## src/rtl/sbp_pkg.sv

```systemverilog
package sbp_pkg;

   // Next value of a slot counter that wraps after last_slot.
   function automatic int unsigned next_slot(input int unsigned cur,
                                             input int unsigned last_slot);
      return (cur == last_slot) ? 0 : cur + 1;
   endfunction

endpackage

```

## src/rtl/sbp_slot_ctr.sv

```systemverilog
module sbp_slot_ctr #(
   parameter int unsigned SLOTS  = 4,
   parameter int unsigned SLOT_W = $clog2(SLOTS)
) (
   input  logic              clk,
   input  logic              rst,
   output logic [SLOT_W-1:0] slot_o
);
   import sbp_pkg::*;

   always_ff @(posedge clk) begin
      if (rst) slot_o <= '0;
      else     slot_o <= SLOT_W'(next_slot(32'(slot_o), SLOTS - 1));
   end
endmodule

```

## src/rtl/sbp_snapshot.sv

```systemverilog
module sbp_snapshot #(
   parameter int unsigned NUM_CH    = 16,
   parameter int unsigned SAMPLE_W  = 16,
   parameter int unsigned BANKS     = 2,
   parameter int unsigned BANK_BITS = NUM_CH * SAMPLE_W / BANKS
) (
   input  logic                             clk,
   input  logic                             rst,
   input  logic                             stb_i,
   input  logic [NUM_CH*SAMPLE_W-1:0]       din_i,
   input  logic                             go_i,      // slot 0 with unsent snapshot
   input  logic                             launch_i,  // go and nothing blocked
   input  logic [BANKS-2:0]                 clr_pend_i,
   output logic                             fresh_o,
   output logic [BANK_BITS-1:0]             bank0_o,
   output logic [(BANKS-1)*BANK_BITS-1:0]   late_o,
   output logic                             seq_o,
   output logic                             late_seq_o,
   output logic [BANKS-2:0]                 pend_o
);
   localparam int unsigned ALL_W = NUM_CH * SAMPLE_W;

   logic [ALL_W-1:0] hold_q;

   assign bank0_o = hold_q[BANK_BITS-1:0];

   always_ff @(posedge clk) begin
      if (rst) begin
         hold_q     <= '0;
         fresh_o    <= 1'b0;
         seq_o      <= 1'b0;
         late_o     <= '0;
         late_seq_o <= 1'b0;
         pend_o     <= '0;
      end else begin
         if (stb_i) begin
            hold_q  <= din_i;
            fresh_o <= 1'b1;
         end else if (go_i) begin
            fresh_o <= 1'b0;
         end
         if (go_i) seq_o <= ~seq_o;
         if (launch_i) begin
            late_o     <= hold_q[ALL_W-1:BANK_BITS];
            late_seq_o <= seq_o;
            pend_o     <= '1;
         end else begin
            pend_o <= pend_o & ~clr_pend_i;
         end
      end
   end
endmodule

```

## src/rtl/sbp_out_slot.sv

```systemverilog
module sbp_out_slot #(
   parameter int unsigned WORD_W = 66
) (
   input  logic              clk,
   input  logic              rst,
   input  logic              load_i,
   input  logic [WORD_W-1:0] word_i,
   input  logic              miss_i,
   input  logic              ready_i,
   output logic              valid_o,
   output logic [WORD_W-1:0] data_o,
   output logic              ovf_o
);
   always_ff @(posedge clk) begin
      if (rst) begin
         valid_o <= 1'b0;
         data_o  <= '0;
         ovf_o   <= 1'b0;
      end else begin
         if (load_i) begin
            valid_o <= 1'b1;
            data_o  <= word_i;
         end else if (ready_i) begin
            valid_o <= 1'b0;
         end
         if (miss_i) ovf_o <= 1'b1;
      end
   end
endmodule

```

## src/rtl/sample_bank_packer.sv

```systemverilog
module sample_bank_packer #(
   parameter int unsigned NUM_CH   = 16,
   parameter int unsigned SAMPLE_W = 16,
   parameter int unsigned LANES    = 4,
   parameter int unsigned STREAMS  = 2,
   localparam int unsigned PAY_W   = LANES * SAMPLE_W,
   localparam int unsigned BANKS   = NUM_CH / (LANES * STREAMS),
   localparam int unsigned BANK_W  = (BANKS > 1) ? $clog2(BANKS) : 1,
   localparam int unsigned WORD_W  = PAY_W + BANK_W + 1
) (
   input  logic                        clk,
   input  logic                        rst,
   input  logic                        smp_stb,
   input  logic [NUM_CH*SAMPLE_W-1:0]  smp_data,
   output logic [STREAMS*WORD_W-1:0]   out_data,
   output logic [STREAMS-1:0]          out_valid,
   input  logic [STREAMS-1:0]          out_ready,
   output logic [STREAMS-1:0]          out_ovf
);
   localparam int unsigned SLOTS     = 2 * BANKS;
   localparam int unsigned SLOT_W    = $clog2(SLOTS);
   localparam int unsigned BANK_BITS = STREAMS * PAY_W;

   if (NUM_CH % (LANES * STREAMS) != 0) begin : g_bad_split
      $error("channel count must divide evenly into banks");
   end
   if (BANKS < 2) begin : g_bad_banks
      $error("at least two banks are required");
   end

   logic [SLOT_W-1:0]                 slot_q;
   logic                              fresh;
   logic [BANK_BITS-1:0]              bank0_snap;
   logic [(BANKS-1)*BANK_BITS-1:0]    late_snap;
   logic                              seq_now, seq_late;
   logic [BANKS-2:0]                  pend, clr_pend;
   logic                              go, launch, emit_late;
   logic [BANK_W-1:0]                 late_bank;
   logic [STREAMS-1:0]                blocked;

   sbp_slot_ctr #(.SLOTS(SLOTS), .SLOT_W(SLOT_W)) slot_i (
      .clk(clk), .rst(rst), .slot_o(slot_q)
   );

   sbp_snapshot #(
      .NUM_CH(NUM_CH), .SAMPLE_W(SAMPLE_W), .BANKS(BANKS), .BANK_BITS(BANK_BITS)
   ) snap_i (
      .clk(clk), .rst(rst), .stb_i(smp_stb), .din_i(smp_data),
      .go_i(go), .launch_i(launch), .clr_pend_i(clr_pend),
      .fresh_o(fresh), .bank0_o(bank0_snap), .late_o(late_snap),
      .seq_o(seq_now), .late_seq_o(seq_late), .pend_o(pend)
   );

   assign blocked = out_valid & ~out_ready;
   assign go      = (slot_q == '0) && fresh;
   assign launch  = go && (blocked == '0);

   // Slot 2b emits bank b (b >= 1) if that bank is still pending.
   always_comb begin
      emit_late = 1'b0;
      clr_pend  = '0;
      late_bank = '0;
      for (int b = 1; b < BANKS; b++) begin
         if (slot_q == SLOT_W'(2 * b)) begin
            clr_pend[b-1] = 1'b1;
            late_bank     = BANK_W'(b);
            if (pend[b-1]) emit_late = 1'b1;
         end
      end
   end

   for (genvar s = 0; s < STREAMS; s++) begin : g_stream
      logic [PAY_W-1:0]  late_pay;
      logic [WORD_W-1:0] word;
      logic              load, miss;

      always_comb begin
         late_pay = '0;
         for (int b = 1; b < BANKS; b++) begin
            if (late_bank == BANK_W'(b))
               late_pay = late_snap[(b-1)*BANK_BITS + s*PAY_W +: PAY_W];
         end
      end

      assign word = launch ? {seq_now,  BANK_W'(0), bank0_snap[s*PAY_W +: PAY_W]}
                           : {seq_late, late_bank,  late_pay};
      assign load = launch || (emit_late && !blocked[s]);
      assign miss = blocked[s] && (go || emit_late);

      sbp_out_slot #(.WORD_W(WORD_W)) out_i (
         .clk(clk), .rst(rst), .load_i(load), .word_i(word), .miss_i(miss),
         .ready_i(out_ready[s]), .valid_o(out_valid[s]),
         .data_o(out_data[s*WORD_W +: WORD_W]), .ovf_o(out_ovf[s])
      );
   end
endmodule

```

## config.mk

```make
export PLATFORM = sky130hd
export DESIGN_NAME = sample_bank_packer
export DESIGN_NICKNAME = d
export VERILOG_FILES = /design/src/rtl/sbp_pkg.sv /design/src/rtl/sbp_slot_ctr.sv /design/src/rtl/sbp_snapshot.sv /design/src/rtl/sbp_out_slot.sv /design/src/rtl/sample_bank_packer.sv
export SDC_FILE = /design/constraint.sdc
export NUM_CORES = 1
export LEC_CHECK = 0
export BUFFER_PORTS_ARGS = -buffer_cell sky130_fd_sc_hd__buf_4
export CAP_MARGIN = 30
export CORE_UTILIZATION = 30
export CTS_CLUSTER_SIZE = 40
export DETAILED_ROUTE_END_ITERATION = 7
export GPL_TIMING_DRIVEN = 0
export PLACE_DENSITY = 0.5
export SKIP_LAST_GASP = 1
export SLEW_MARGIN = 30
export SYNTH_ARGS = -nofsm -noshare
export SYNTH_HDL_FRONTEND = slang
export SYNTH_SLANG_ARGS = --single-unit
```

## constraint.sdc

```tcl
create_clock -name clk -period 4.89 [get_ports clk]
set_input_delay 0.7335 -clock clk [delete_from_list [all_inputs] [get_ports clk]]
set_output_delay 0.7335 -clock clk [all_outputs]
set_load 0.02 [all_outputs]
```

# After elaboration in Yosys (flattened, before gate mapping)

Index checks and enable logic that the tools add are counted.

Register bits: 526
Output and inout bits: 136
Word-level logic and storage cells: 52

Add/sub/neg operators: 1
Equality and inequality tests: 2
Muxes and demuxes: 14
Bitwise logic cells: 5
Reduce and logical (&&, ||, !) cells: 17

Operators by type and width:

| operator                                    | number |
|---|---|
| 2-to-1 mux 66 bit                           | 2 |
| 2-to-1 mux 64 bit                           | 2 |
| 2-to-1 mux 1 bit                            | 10 |
| logical AND 1 bit                           | 6 |
| nonzero test 2 bit                          | 3 |
| equality test 2 bit, second input constant  | 2 |
| zero test 2 bit                             | 2 |
| logical OR 1 bit                            | 3 |
| adder 2 x 1 -> 2 bit, second input constant | 1 |
| bitwise AND 2 bit                           | 1 |
| zero test 1 bit                             | 2 |
| inverter 1 bit                              | 2 |
| inverter 2 bit                              | 1 |
| OR reduction 2 bit                          | 1 |
| bitwise AND 1 bit                           | 1 |

# Longest topological paths before layout

Depth after elaboration: 6
Depth in mapped cells: 8

# Modules after synthesis

A second synthesis with hierarchy kept.

Cell total of the unflattened synthesis: 1997
Area, all modules: 21170.3 um^2

By module, submodules not included:

| module             | instances | cells an instance | area each (um^2) |
|---|---|---|---|
| sbp_snapshot       | 1         | 1381              | 14834.2 |
| sbp_out_slot       | 2         | 221               | 2432.3 |
| sample_bank_packer | 1         | 169               | 1396.3 |
| sbp_slot_ctr       | 1         | 5                 | 75.1 |

# Least setup slack after synthesis

No wires, ideal clock.

Path type: input to register
Start: input out_ready[1]
End: register snap_i.late_o[25]
Setup time: 0.070 ns
Arrival: 1.703 ns
Data required time: 4.820 ns
Path slack: 3.117 ns
Stages: 7
Buffers on the path: 3
Cell sequence: nand2b_1 buf_2 nand3_1 buf_2 buf_1 nand2_1 a21oi_1

Longest elaborated chain between the ends: 4

Ends and longest elaborated chain:

| element              | RTL line                 | RTL |
|---|---|---|
| from (decl)          | sample_bank_packer.sv:17 | `input logic [STREAMS-1:0] out_ready,` |
| inverter 2 bit       | sample_bank_packer.sv:54 | `assign blocked = out_valid & ~out_ready;` |
| bitwise AND 2 bit    | sample_bank_packer.sv:54 |  |
| zero test 2 bit      | sample_bank_packer.sv:56 | `assign launch = go && (blocked == '0);` |
| logical AND 1 bit    | sample_bank_packer.sv:56 |  |
| to (signal assigned) | sbp_snapshot.sv:44       | `late_o <= hold_q[ALL_W-1:BANK_BITS];` |
| to (decl)            | sbp_snapshot.sv:16       | `output logic [(BANKS-1)*BANK_BITS-1:0] late_o,` |

Every way passes these cells.
A chain may end at the register's enable or synchronous reset.

# Worst setup path after layout

Start: register slot_i.slot_o[0]
End: register g_stream[0].out_i.data_o[23]

Longest elaborated chain between the ends: 4
Elaborated cells between the ends (all ways): 10

Ends and longest elaborated chain:

| element                                                | RTL line                                           | RTL |
|---|---|---|
| from (decl)                                            | sbp_slot_ctr.sv:7                                  | `output logic [SLOT_W-1:0] slot_o` |
| from (signal assigned)                                 | sbp_slot_ctr.sv:13                                 | `else slot_o <= SLOT_W'(next_slot(32'(slot_o), SLOTS - 1));` |
| equality test 2 bit or zero test 2 bit (tied branches) | sample_bank_packer.sv:64, sample_bank_packer.sv:55 |  |
| 2-to-1 mux 1 bit or logical AND 1 bit (tied branches)  | sample_bank_packer.sv:64, sample_bank_packer.sv:55 |  |
| 2-to-1 mux 64 bit, or another cell as far along        | sample_bank_packer.sv:80                           | `if (late_bank == BANK_W'(b))` |
| 2-to-1 mux 66 bit or logical OR 1 bit (tied branches)  | sample_bank_packer.sv:85, sample_bank_packer.sv:87 |  |
| to (signal assigned)                                   | sbp_out_slot.sv:22                                 | `data_o <= word_i;` |
| to (decl)                                              | sbp_out_slot.sv:11                                 | `output logic [WORD_W-1:0] data_o,` |

Parallel ways exist; a longest one is shown, timed or not.

==> flow_metrics.env <==
export IMPL_cts_resized=0
export IMPL_grt_usage=0.203
export IMPL_grt_setup_unrepaired="false"
export IMPL_worstSetupEndpointType="flip-flop"
export IMPL_cts_tree="done"
export IMPL_placed_cell_area_um2=24000
export IMPL_ant_nets=0
export IMPL_via_count=17100
export IMPL_cts_sinks=526
export IMPL_place_hpwl_um=54000
export IMPL_port_buffers=394
export IMPL_grt_max_degree=16
export IMPL_synthCells=2189
export IMPL_fmax_ghz=0.398
export IMPL_slowest_stage="clkbuf_1"
export IMPL_synth_main_ff_cell="dfxtp_1"
export IMPL_drt_vias_per_instance=4.83
export IMPL_grt_pass1_vias=17000
export IMPL_cp_max_fo=10
export IMPL_async_flop_share=0
export IMPL_pin_count=397
export IMPL_fin_tns_setup_ns=0
export IMPL_avgSynthCellArea_um2=9.11
export IMPL_required_ns=5.40
export IMPL_slew_headroom=0.437
export IMPL_drive_gt1_frac=0.214
export IMPL_wl_per_cell_um=19.9
export IMPL_status="complete, no violations"
export IMPL_synthTopCellsByCount="dfxtp_1 (526), nor2_1 (328), nand2_1 (326)"
export IMPL_grt_pass1_wl_um=104000
export IMPL_finalSetupViolCount=0
export IMPL_post_route_period_util=0.514
export IMPL_final_min_clock_period_ns=2.51
export IMPL_die_y_um=260
export IMPL_place_congestion=0.858
export IMPL_postLayoutCoreUtil=0.392
export IMPL_die_x_um=260
export IMPL_hold_buffers=0
export IMPL_start_util=0.303
export IMPL_min_path_type="in -> reg"
export IMPL_cp_cell_sequence="inv_1, ha_1, nand2_2, buf_2, clkbuf_1, o21ai_0, a311oi_1"
export IMPL_synth_distinct_cells=33
export IMPL_path_clk_slew_ns=0.06
export IMPL_crit_type="reg -> reg"
export IMPL_synth_edf_count=0
export IMPL_yosys_area_top_type="dfxtp_1"
export IMPL_area_growth_pct=29.1
export IMPL_cts_made_buffers=57
export IMPL_root_buffer="clkbuf_16"
export IMPL_slowest_delay_ns=0.47
export IMPL_overflow=0
export IMPL_drc=0
export IMPL_cts_buffer_depth=3
export IMPL_tightestPinTransition_ns=0.844
export IMPL_power_leakage_nw=10.7
export IMPL_drv_slew=0
export IMPL_final_area_um2=25700
export IMPL_antenna_found_initial=6
export IMPL_synth_nets=2453
export IMPL_synth_top_area_frac=0.528
export IMPL_fin_nets=2906
export IMPL_fin_worst_skew_ns=0.0199
export IMPL_synth_area_leaders="dfxtp_1 (53%), mux2i_1 (13%), nor2_1 (6.2%)"
export IMPL_ys_seq_area_frac=0.528
export IMPL_clk_latency_ns=0.62
export IMPL_cts_htree_levels=2
export IMPL_fp_coreArea_um2=65700
export IMPL_ys_seq_elements=526
export IMPL_hold_viol=0
export IMPL_arrival_ns=3.03
export IMPL_wl_um=70800
export IMPL_ir_drop_uv=271
export IMPL_yosys_warnings=0
export IMPL_yosysMostFrequentCell="dfxtp_1"
export IMPL_rows=94
export IMPL_startpoint_type="flip-flop"
export IMPL_max_cap_violations=0
export IMPL_power_density_nw_per_um2=398
export IMPL_drtPass1Iterations=7
export IMPL_netlist_area_um2=19900
export IMPL_die_area_um2=67500
export IMPL_postCtsSetupBuffers=0
export IMPL_drt_iter0_drc=890
-- through the flow --
step / hold slack (ns) / total power [mW] / worst slack [ns] / instances
2_1_floorplan: 0.429 / 5.58 / 3.12 / 2189
3_3_place_gp: 0.437 / 6.24 / 1.73 / 3447
3_5_place_dp: 0.442 / 6.27 / 2.02 / 3447
4_1_cts: 0.314 / 10.4 / 2.38 / 3545
5_1_grt: 0.330 / 10.7 / 2.22 / 3550
6_report: 0.350 / 10.3 / 2.38 / 3551
-- metal layers --
metal | wire (µm) | GRT usage
met4 | 1900 | 0.0652
met1 | 31700 | 0.263
met5 | 0 | 0
met3 | 3270 | 0.0308
met2 | 33900 | 0.342
-- layout by cell type (no fill, tap or decap), types with 6 or more instances in the layout --
cell       synthesis  final
dfxtp_1          526    526
buf_4             19    413
nor2_1           328    328
nand2_1          326    326
mux2i_1          257    257
a21oi_1          200    200
o21ai_0          128    128
clkbuf_1         110    121
buf_2             68     68
a311oi_1          64     64
a211o_1           63     63
a211oi_1          63     63
clkbuf_16          0     58
clkbuf_8           0     10
clkinv_2           0      9
clkbuf_2           0      7
diode_2            0      6
buf_1              6      6
-- final timing paths --
kind                                    startpoint                            to  slack (ns)  depth (start not counted)
worst min-delay path                  smp_data[39]             snap_i.hold_q[39]        0.35                          3
worst max register to register    slot_i.slot_o[0]  g_stream[0].out_i.data_o[23]        2.38                          7
worst max-delay path              slot_i.slot_o[0]  g_stream[0].out_i.data_o[23]        2.38                          7
worst min register to register  snap_i.hold_q[233]            snap_i.late_o[105]        0.45                          2
-- flip-flops by register name, summed over array words and instances (netlist names) --
register / cells
snap_i.late_o: 128
slot_i.slot_o: 2
g_stream.out_i.data_o: 132
snap_i.seq_o: 1
snap_i.pend_o: 1
g_stream.out_i.valid_o: 2
snap_i.late_seq_o: 1
snap_i.fresh_o: 1
g_stream.out_i.ovf_o: 2
snap_i.hold_q: 256
-- critical path, delay by kind of cell (launching register included) --
family	cells	cell delay [ns]
and+or+nand+nor	1	0.31
buffers and inverters	3	1.00
DFF	1	0.36
adders and majority gates	1	0.26
AOI/OAI and AO/OA	2	0.47
-- power breakdown --
group / internal [mW] / switching, mW
Sequential: 4.56 / 0.168
Combinational: 0.595 / 0.850
Clock: 2.32 / 1.76
Total: 7.48 / 2.78
-- logic make-up (layout without fill, tap and decap cells) --
group / after synthesis / count (layout) / share of synthesized area
DFF: 526 / 526 / 0.528
xor gates and xnor gates: 1 / 1 / 0.000439
AOI/OAI and AO/OA: 523 / 523 / 0.164
adders and majority gates: 3 / 3 / 0.00188
muxes: 257 / 257 / 0.129
and+or+nand+nor: 672 / 672 / 0.129
buffers and inverters: 207 / 699 / 0.0472
other: 0 / 6 / 0
-- cell type report --
type | count | area, µm²
diodes | 6 | 15.0
clock inverters | 12 | 90.1
plain buffers | 204 | 938
well taps | 864 | 1080
flip-flops and latches | 526 | 10500
repair buffers | 394 | 2960
multi-input cells | 1456 | 8460
clock buffers | 86 | 1660
fillers | 6701 | 40000
inverters | 3 | 11.3
Note: power is estimated with default switching activity, not from simulation.
